`src/rtl/qsd_pkg.sv`:
```
package qsd_pkg;

    typedef enum logic [2:0] {
        MD_EXT    = 3'd0,
        MD_X1A    = 3'd1,
        MD_X1B    = 3'd2,
        MD_X2A    = 3'd3,
        MD_X2B    = 3'd4,
        MD_X4     = 3'd5,
        MD_PWIDTH = 3'd6,
        MD_FREQ   = 3'd7
    } qmode_e;

    // encoding is {A,B}
    typedef enum logic [1:0] {
        PH_00 = 2'b00,
        PH_01 = 2'b01,
        PH_10 = 2'b10,
        PH_11 = 2'b11
    } phase_e;

    typedef enum logic [1:0] {
        MV_HOLD = 2'd0,
        MV_FWD  = 2'd1,
        MV_BWD  = 2'd2,
        MV_JUMP = 2'd3
    } move_e;

endpackage

```
`src/rtl/qsd_sync.sv`:
```
module qsd_sync #(
    parameter int WIDTH  = 4,
    parameter int STAGES = 2
) (
    input  logic             clk,
    input  logic             rst_n,
    input  logic [WIDTH-1:0] din,
    output logic [WIDTH-1:0] dout
);
    logic [WIDTH-1:0] chain [STAGES];

    always_ff @(posedge clk or negedge rst_n) begin
        if (!rst_n) chain[0] <= '0;
        else        chain[0] <= din;
    end

    for (genvar s = 1; s < STAGES; s++) begin : g_stage
        always_ff @(posedge clk or negedge rst_n) begin
            if (!rst_n) chain[s] <= '0;
            else        chain[s] <= chain[s-1];
        end
    end

    assign dout = chain[STAGES-1];
endmodule

```
`src/rtl/qsd_phase_fsm.sv`:
```
module qsd_phase_fsm
    import qsd_pkg::*;
(
    input  logic   clk,
    input  logic   rst_n,
    input  qmode_e mode,
    input  logic   a_s,
    input  logic   b_s,
    input  logic   eu_s,
    input  logic   ed_s,
    output logic   up,
    output logic   dn
);
    phase_e     state, next_ph;
    move_e      move;
    logic       a_mv, b_mv;
    logic [1:0] ext_prev;
    logic       eu_rise, ed_rise;
    logic       up_d, dn_d;

    assign next_ph = phase_e'({a_s, b_s});

    // state register: previous synchronized phase pair
    always_ff @(posedge clk or negedge rst_n) begin
        if (!rst_n) begin
            state    <= PH_00;
            ext_prev <= 2'b00;
        end else begin
            state    <= next_ph;
            ext_prev <= {eu_s, ed_s};
        end
    end

    // classify the transition along the forward ring 00->10->11->01->00
    always_comb begin
        move = MV_JUMP;
        unique case (state)
            PH_00: move = (next_ph == PH_00) ? MV_HOLD :
                          (next_ph == PH_10) ? MV_FWD  :
                          (next_ph == PH_01) ? MV_BWD  : MV_JUMP;
            PH_10: move = (next_ph == PH_10) ? MV_HOLD :
                          (next_ph == PH_11) ? MV_FWD  :
                          (next_ph == PH_00) ? MV_BWD  : MV_JUMP;
            PH_11: move = (next_ph == PH_11) ? MV_HOLD :
                          (next_ph == PH_01) ? MV_FWD  :
                          (next_ph == PH_10) ? MV_BWD  : MV_JUMP;
            PH_01: move = (next_ph == PH_01) ? MV_HOLD :
                          (next_ph == PH_00) ? MV_FWD  :
                          (next_ph == PH_11) ? MV_BWD  : MV_JUMP;
        endcase
    end

    assign a_mv    = (state[1] != a_s) && (move != MV_JUMP);
    assign b_mv    = (state[0] != b_s) && (move != MV_JUMP);
    assign eu_rise = eu_s && !ext_prev[1];
    assign ed_rise = ed_s && !ext_prev[0];

    // output decode per mode
    always_comb begin
        up_d = 1'b0;
        dn_d = 1'b0;
        unique case (mode)
            MD_EXT: begin
                up_d = eu_rise && !ed_rise;
                dn_d = ed_rise && !eu_rise;
            end
            MD_X1A: begin
                up_d = a_mv && !b_s && (move == MV_FWD);
                dn_d = a_mv && !b_s && (move == MV_BWD);
            end
            MD_X1B: begin
                up_d = b_mv && a_s && (move == MV_FWD);
                dn_d = b_mv && a_s && (move == MV_BWD);
            end
            MD_X2A: begin
                up_d = a_mv && (move == MV_FWD);
                dn_d = a_mv && (move == MV_BWD);
            end
            MD_X2B: begin
                up_d = b_mv && (move == MV_FWD);
                dn_d = b_mv && (move == MV_BWD);
            end
            MD_X4: begin
                up_d = (move == MV_FWD);
                dn_d = (move == MV_BWD);
            end
            MD_PWIDTH: begin
                up_d = a_s && b_s;
                dn_d = a_s && !b_s;
            end
            MD_FREQ: begin
                up_d = b_s && a_s && !state[1];
            end
        endcase
    end

    always_ff @(posedge clk or negedge rst_n) begin
        if (!rst_n) begin
            up <= 1'b0;
            dn <= 1'b0;
        end else begin
            up <= up_d;
            dn <= dn_d;
        end
    end
endmodule

```
`src/rtl/quad_strobe_dec.sv`:
```
module quad_strobe_dec
    import qsd_pkg::*;
#(
    parameter int SYNC_STAGES = 2
) (
    input  logic       clk,
    input  logic       rst_n,
    input  logic [2:0] mode,
    input  logic       ph_a,
    input  logic       ph_b,
    input  logic       ext_up,
    input  logic       ext_dn,
    output logic       cnt_up,
    output logic       cnt_dn,
    output logic       ext_sel
);
    localparam int NIN = 4;

    logic [NIN-1:0] raw_in, sync_in;
    logic           a_sync, b_sync, eu_sync, ed_sync;
    qmode_e         mode_e;

    assign raw_in = {ph_a, ph_b, ext_up, ext_dn};
    assign {a_sync, b_sync, eu_sync, ed_sync} = sync_in;
    assign mode_e  = qmode_e'(mode);
    assign ext_sel = (mode_e == MD_EXT);

    qsd_sync #(.WIDTH(NIN), .STAGES(SYNC_STAGES)) sync_i (
        .clk  (clk),
        .rst_n(rst_n),
        .din  (raw_in),
        .dout (sync_in)
    );

    qsd_phase_fsm fsm_i (
        .clk  (clk),
        .rst_n(rst_n),
        .mode (mode_e),
        .a_s  (a_sync),
        .b_s  (b_sync),
        .eu_s (eu_sync),
        .ed_s (ed_sync),
        .up   (cnt_up),
        .dn   (cnt_dn)
    );
endmodule

```
`config.mk`:
```
export PLATFORM = sky130hd
export DESIGN_NAME = quad_strobe_dec
export DESIGN_NICKNAME = d
export VERILOG_FILES = /design/src/rtl/qsd_pkg.sv /design/src/rtl/qsd_sync.sv /design/src/rtl/qsd_phase_fsm.sv /design/src/rtl/quad_strobe_dec.sv
export SDC_FILE = /design/constraint.sdc
export NUM_CORES = 1
export LEC_CHECK = 0
export ABC_AREA = 1
export CORE_UTILIZATION = 40
export CTS_CLUSTER_DIAMETER = 80
export DETAILED_ROUTE_END_ITERATION = 12
export GPL_ROUTABILITY_DRIVEN = 0
export PLACE_DENSITY = 0.66
export SLEW_MARGIN = 10
export SYNTH_ARGS = -nofsm -noshare
export SYNTH_HDL_FRONTEND = slang
export SYNTH_SLANG_ARGS = --single-unit
export TNS_END_PERCENT = 30
```
`constraint.sdc`:
```
create_clock -name clk -period 1.1 [get_ports clk]
set_input_delay 0.22 -clock clk [delete_from_list [all_inputs] [get_ports clk]]
set_output_delay 0.22 -clock clk [all_outputs]
set_load 0.01 [all_outputs]
```
**Word level (Yosys, flattened, before mapping)**

Cells that the tools add are included.

- Equality and inequality tests: 18
- Mux-type cells: 15
- Reduce and logical (&&, ||, !) cells: 28

Operators by type and width:

| kind | number |
|---|---|
| logical AND 1 bit | 19 |
| two-way mux 2 bit | 8 |
| equality test 3 bit (second input constant) | 4 |
| equality test 2 bit (second input constant) | 5 |
| one-hot mux 1 bit (8 select lines) | 1 |
| one-hot mux 2 bit (4 select lines) | 1 |
| one-hot mux 1 bit (7 select lines) | 1 |
| equality test 2 x 1 -> 1 bit (second input constant) | 3 |
| equality test 3 x 2 -> 1 bit (second input constant) | 2 |
| logical NOT 1 bit | 6 |
| logical NOT 2 bit | 2 |
| two-way mux 1 bit | 4 |
| equality test 3 x 1 -> 1 bit (second input constant) | 1 |
| logical NOT 3 bit | 1 |
| != test 1 bit | 2 |
| != test 2 bit (second input constant) | 1 |

- Flip-flop bits (word level): 14
- Output and inout port bits: 3
- Word-level logic and storage cells: 67

**Logic depth before layout (Yosys ltp)**

- Depth in word-level cells: 10
- Mapped depth: 11
- Mapped depth without buffers: 11

**Hierarchy**

From an unflattened synthesis, not the netlist that was laid out.

- Cell total of the unflattened synthesis: 75
- Area total of the unflattened synthesis: 638.1 µm²

Modules (own cells, without submodules):

| module | instances | cells each | area each (µm²) | seq. area each (µm²) |
|---|---|---|---|---|
| qsd_phase_fsm | 1 | 59 | 390.4 | 150.1 |
| qsd_sync | 1 | 12 | 230.2 | 200.2 |
| quad_strobe_dec | 1 | 4 | 17.5 | 0.0 |

**Worst setup path before layout**

Ideal clock, no wire load.

- Kind: register to register
- Start point: register sync_i.chain (netlist bit sync_i.dout[3])
- End point: register fsm_i.up
- Library setup time: 0.122 ns
- Data arrival time: 0.947 ns
- Data required time: 0.978 ns
- Setup slack: 0.031 ns
- Stages on the path, launching flop included: 11
- Buffers on the path: 0
- Cell sequence: dfrtp_1 > inv_1 > nand2_1 > nand2_1 > a21oi_1 > nand2_1 > nand2_1 > nand2_1 > nand2_1 > nand2_1 > nand3_2

- Longest elaborated chain between the ends: 10

Ends and longest elaborated chain:

| item | RTL line | text |
|---|---|---|
| start, declared | qsd_sync.sv:10 | `logic [WIDTH-1:0] chain [STAGES];` |
| start signal, assigned by index | qsd_sync.sv:20 | `else chain[s] <= chain[s-1];` |
| equality test 2 bit (tied with other cells) | qsd_phase_fsm.sv:42, qsd_phase_fsm.sv:44, qsd_phase_fsm.sv:49 |  |
| two-way mux 1 bit (on tied branches) | -- |  |
| two-way mux 2 bit (on tied branches) (2 in series) | -- |  |
| one-hot mux 2 bit (4 select lines) | qsd_phase_fsm.sv:37 | `unique case (state)` |
| != test 2 bit | qsd_phase_fsm.sv:53, qsd_phase_fsm.sv:54 |  |
| logical AND 1 bit (on tied branches) | qsd_phase_fsm.sv:54, qsd_phase_fsm.sv:53 |  |
| logical AND 1 bit (on tied branches) (2 in series) | qsd_phase_fsm.sv:72, qsd_phase_fsm.sv:68 |  |
| one-hot mux 1 bit (8 select lines) (*) | qsd_phase_fsm.sv:62 | `unique case (mode)` |
| via fsm_i.up_d | qsd_phase_fsm.sv:19 | `logic up_d, dn_d;` |
| end signal, assigned | qsd_phase_fsm.sv:102 | `up <= up_d;` |
| end, declared | qsd_phase_fsm.sv:11 | `output logic up,` |

The timed path passes the listed nets; every way through them passes the cells marked *.

**Worst setup path in the final report**

Same ends and word-level chain as after synthesis.

==> parameters.txt <==
Parameter                              Value

GRT
  GRT Total Usage    15.5%
  Via count of the first global-routing pass    538
  Number of antenna violations at the first check in global routing    0
  Global-route wire length before repair    2070 um
  Largest net degree at the start of global routing    15
  Residual overflow from global routing    0

Detailed routing
  Average via count per standard cell    4.79
  Overall routed net length    ~1200 um
  Wirelength per Cell    9.81 um
  Number of iterations in the first detailed-routing pass    2
  Drt initial violations    3
  Via total after detailed routing    594
  Count of unresolved DRC violations after routing    0
  Final ANT Viol Nets    0

Power
  Leakage Power    approximately 0.5 nW
  Peak supply drop    between 0.8 and 0.9 mV
  Cell Pwr Density    1160 nW/um2

Synthesis
  Seq/Total Area, Yosys    54.3%
  Number of warnings printed during yosys synthesis    0
  Leading post-synthesis cells by cell area    sky130_fd_sc_hd__dfrtp_1 54%, sky130_fd_sc_hd__nand2_1 11%, sky130_fd_sc_hd__inv_1 7.0%
  Library cells used by synthesis    16
  Synth Instances    77
  Synthesis-stage register bit count    14
  Area leader, netlist    sky130_fd_sc_hd__dfrtp_1
  Share of the synthesized area in the top cell type    54.3%
  Synthesized Nets    86
  Cell area after synthesis    around 650 um2
  Synthesized area divided by synthesized cell count    roughly 8.4 um2

Cells and area
  Fin nets    118
  Util after Layout    ~63%
  Number of cells in the finished layout apart from fillers    about 120
  Filler cells    143
  Area growth syn-to-layout    46.5%
  Multi-input gate area    263 um2
  Antenna diode instance count    0
  Sequential cell area    353 um2
  Share of final-layout standard cells stronger than drive strength 1    42.6%

Setup path
  Type of the worst setup path    reg -> reg
  Endpoint type of the worst setup path    flop
  Startpoint of the worst-slack reg-to-reg timing path    sync_i.dout[3]$_DFF_PN0_
  R2R setup slack    -0.11 ns
  WP data arrival    roughly 1.4 ns
  R2r endpoint    fsm_i.up$_DFF_PN0_
  Critical Path RT    1.25 ns
  Worst R2R Path Depth    9
  Crit Path Max Fanout    5
  Kind of launch point of the worst setup path    flop
  Capturing instance or port of the critical path    fsm_i.up$_DFF_PN0_
  Critical path origin    sync_i.dout[3]$_DFF_PN0_

Placed design
  Post-DP HPWL    963 um
  Placed cells    118
  Pre-CTS setup slack    -0.571 ns
  Count of buffers inserted at the top-level ports    11

Clock network
  Count of hold-fix buffers inserted at cts    0
  Worst skew pair latency    0.26 ns
  Num CTS Buffers    3
  Reg clk slew, reported paths    roughly 0.070 ns
  CTS Root Buffer Type    sky130_fd_sc_hd__clkbuf_4
  Clock tree from TritonCTS    built
  Deepest level of the CTS H-tree    1
  Number of sinks on the clock net    14
  Maximum root-to-sink buffer count    2

STA
  Worst setup slack after layout    -0.106 ns
  Skew final    0.00137 ns
  Worst Max-Slew Pin Slew    0.213 ns
  Worst rel slew slack    85.8%
  Period Utilization, post-route    110%
  Unrepaired setup endpoints after global routing    true
  Number of hold-slack violations in the final timing report    0
  Maximum clock frequency    between 800 and 900 MHz
  Final Max Slew Viols    0
  Total negative setup slack    -0.190 ns
  Final setup fails    2
  Final worst path period need    1.21 ns

Worst hold path
  Worst hold-check path type    in -> async

Floorplanning
  Initial core utilization    42.9%
  Vertical die dimension    42.2 um
  Die ar.    1780 um2
  Die width    42.2 um
  Cell Rows    14
  Area of the core region    1510 um2
  Number of primary I/O pins    12

Run status
  Failing checks    setup timing
  Status    complete, but fails checks

Run
  Maximum capacitance violations    0
[layout make-up]
class                      instances  share of cell area (%)
inverter                          14                    5.56
multi-input combinational         49                    27.8
sequential                        14                    37.3
timing repair buffer              27                    23.4
tap                               16                    2.12
clock buffer                       4                    3.84
[synthesized netlist by cell type, drive strengths merged]
library cell / number
nor3: 3
nand3: 8
nand2: 22
a21oi: 2
dfrtp: 14
a211oi: 1
nand4: 1
o22ai: 1
nor2: 8
o21ai: 3
inv: 14
[worst min path at each step]
stage	endpoint
finish	fsm_i.dn$_DFF_PN0_
CTS	fsm_i.dn$_DFF_PN0_
global placement	sync_i.dout[2]$_DFF_PN0_
global route	sync_i.dout[0]$_DFF_PN0_
detailed placement	sync_i.dout[2]$_DFF_PN0_
floorplan	fsm_i.dn$_DFF_PN0_
[metrics by stage]
step / total power [W] / hold slack, ns / instance area (um2)
floorplan: 0.000644 / -0.0756 / 646
global placement: 0.000753 / 0.333 / 881
detailed placement: 0.000759 / 0.337 / 881
CTS: 0.00111 / 0.250 / 927
global route: 0.00117 / 0.274 / 946
finish: 0.00110 / 0.253 / 946
[routing by layer]
metal / track usage (%) / routed length [um] / vias to the layer above
met5: 0 / 0 / -
met4: 9.38 / 29 / 0
met3: 1.72 / 40 / 4
met2: 25.5 / 634 / 10
met1: 19.4 / 513 / 276
li1: - / - / 304
[flip-flops by register name, summed over array words and instances, names as in the netlist]
signal and count:
fsm_i.ext_prev 2, sync_i.chain 4, fsm_i.state 2, fsm_i.dn 1
sync_i.dout 4, fsm_i.up 1
[worst max-delay path: stages (launching register included)]
cell                      delay (ns)
sky130_fd_sc_hd__dfrtp_2        0.45
sky130_fd_sc_hd__buf_4          0.15
sky130_fd_sc_hd__nand4_1        0.08
sky130_fd_sc_hd__nand2_1        0.05
sky130_fd_sc_hd__nand2_1        0.06
sky130_fd_sc_hd__nand2_1        0.04
sky130_fd_sc_hd__nand2_1        0.05
sky130_fd_sc_hd__nand2_1        0.06
sky130_fd_sc_hd__nand2_1        0.08
sky130_fd_sc_hd__nand3_2        0.07
[power by group]
group / internal (W) / switching, W / total [W]
combinational: 0.000100 / 0.0000987 / 0.000199
clock: 0.000201 / 0.000138 / 0.000339
sequential: 0.000542 / 0.0000174 / 0.000560
total: 0.000843 / 0.000254 / 0.00110
[timing repair]
action	CTS	global route
pin swaps	2	3
setup buffers	0	2
setup endpoints to repair	5	5
resized for setup	19	11
[cell usage in the layout, fill, tap and decap left out]
cell type                         Yosys  final
sky130_fd_sc_hd__o21ai_1              0      2
sky130_fd_sc_hd__inv_2                2      6
sky130_fd_sc_hd__clkbuf_4             0      3
sky130_fd_sc_hd__a21oi_2              0      2
sky130_fd_sc_hd__nor2_2               0      1
sky130_fd_sc_hd__clkdlybuf4s15_2      0      2
sky130_fd_sc_hd__nand2_1             19     15
sky130_fd_sc_hd__nand3_2              2      2
sky130_fd_sc_hd__nor3_1               2      2
sky130_fd_sc_hd__dlygate4sd2_1        0      1
sky130_fd_sc_hd__nand3_1              6      6
sky130_fd_sc_hd__clkdlybuf4s15_1      0      1
sky130_fd_sc_hd__inv_1               12      8
sky130_fd_sc_hd__a211oi_1             1      1
sky130_fd_sc_hd__clkbuf_2             0      2
sky130_fd_sc_hd__nor3_2               1      1
sky130_fd_sc_hd__nor2_4               1      1
sky130_fd_sc_hd__buf_4                0     16
sky130_fd_sc_hd__o21ai_0              3      1
sky130_fd_sc_hd__clkbuf_8             0      1
sky130_fd_sc_hd__dfrtp_2              0      2
sky130_fd_sc_hd__o22ai_1              1      1
sky130_fd_sc_hd__nand4_1              1      1
sky130_fd_sc_hd__nand2_2              3      7
sky130_fd_sc_hd__nor2_1               7      6
sky130_fd_sc_hd__clkdlybuf4s50_1      0      5
sky130_fd_sc_hd__dfrtp_1             14     12
[logic make-up (layout without fill, tap and decap cells)]
logic type             Yosys count  in the layout  synth area share [%]
AOI/OAI and AO/OA                7              7                  6.01
buffers and inverters           14             45                  8.14
DFF                             14             14                  54.3
and+or+nand+nor                 42             42                  31.6
No activity file was read; power rests on OpenSTA's default activity.
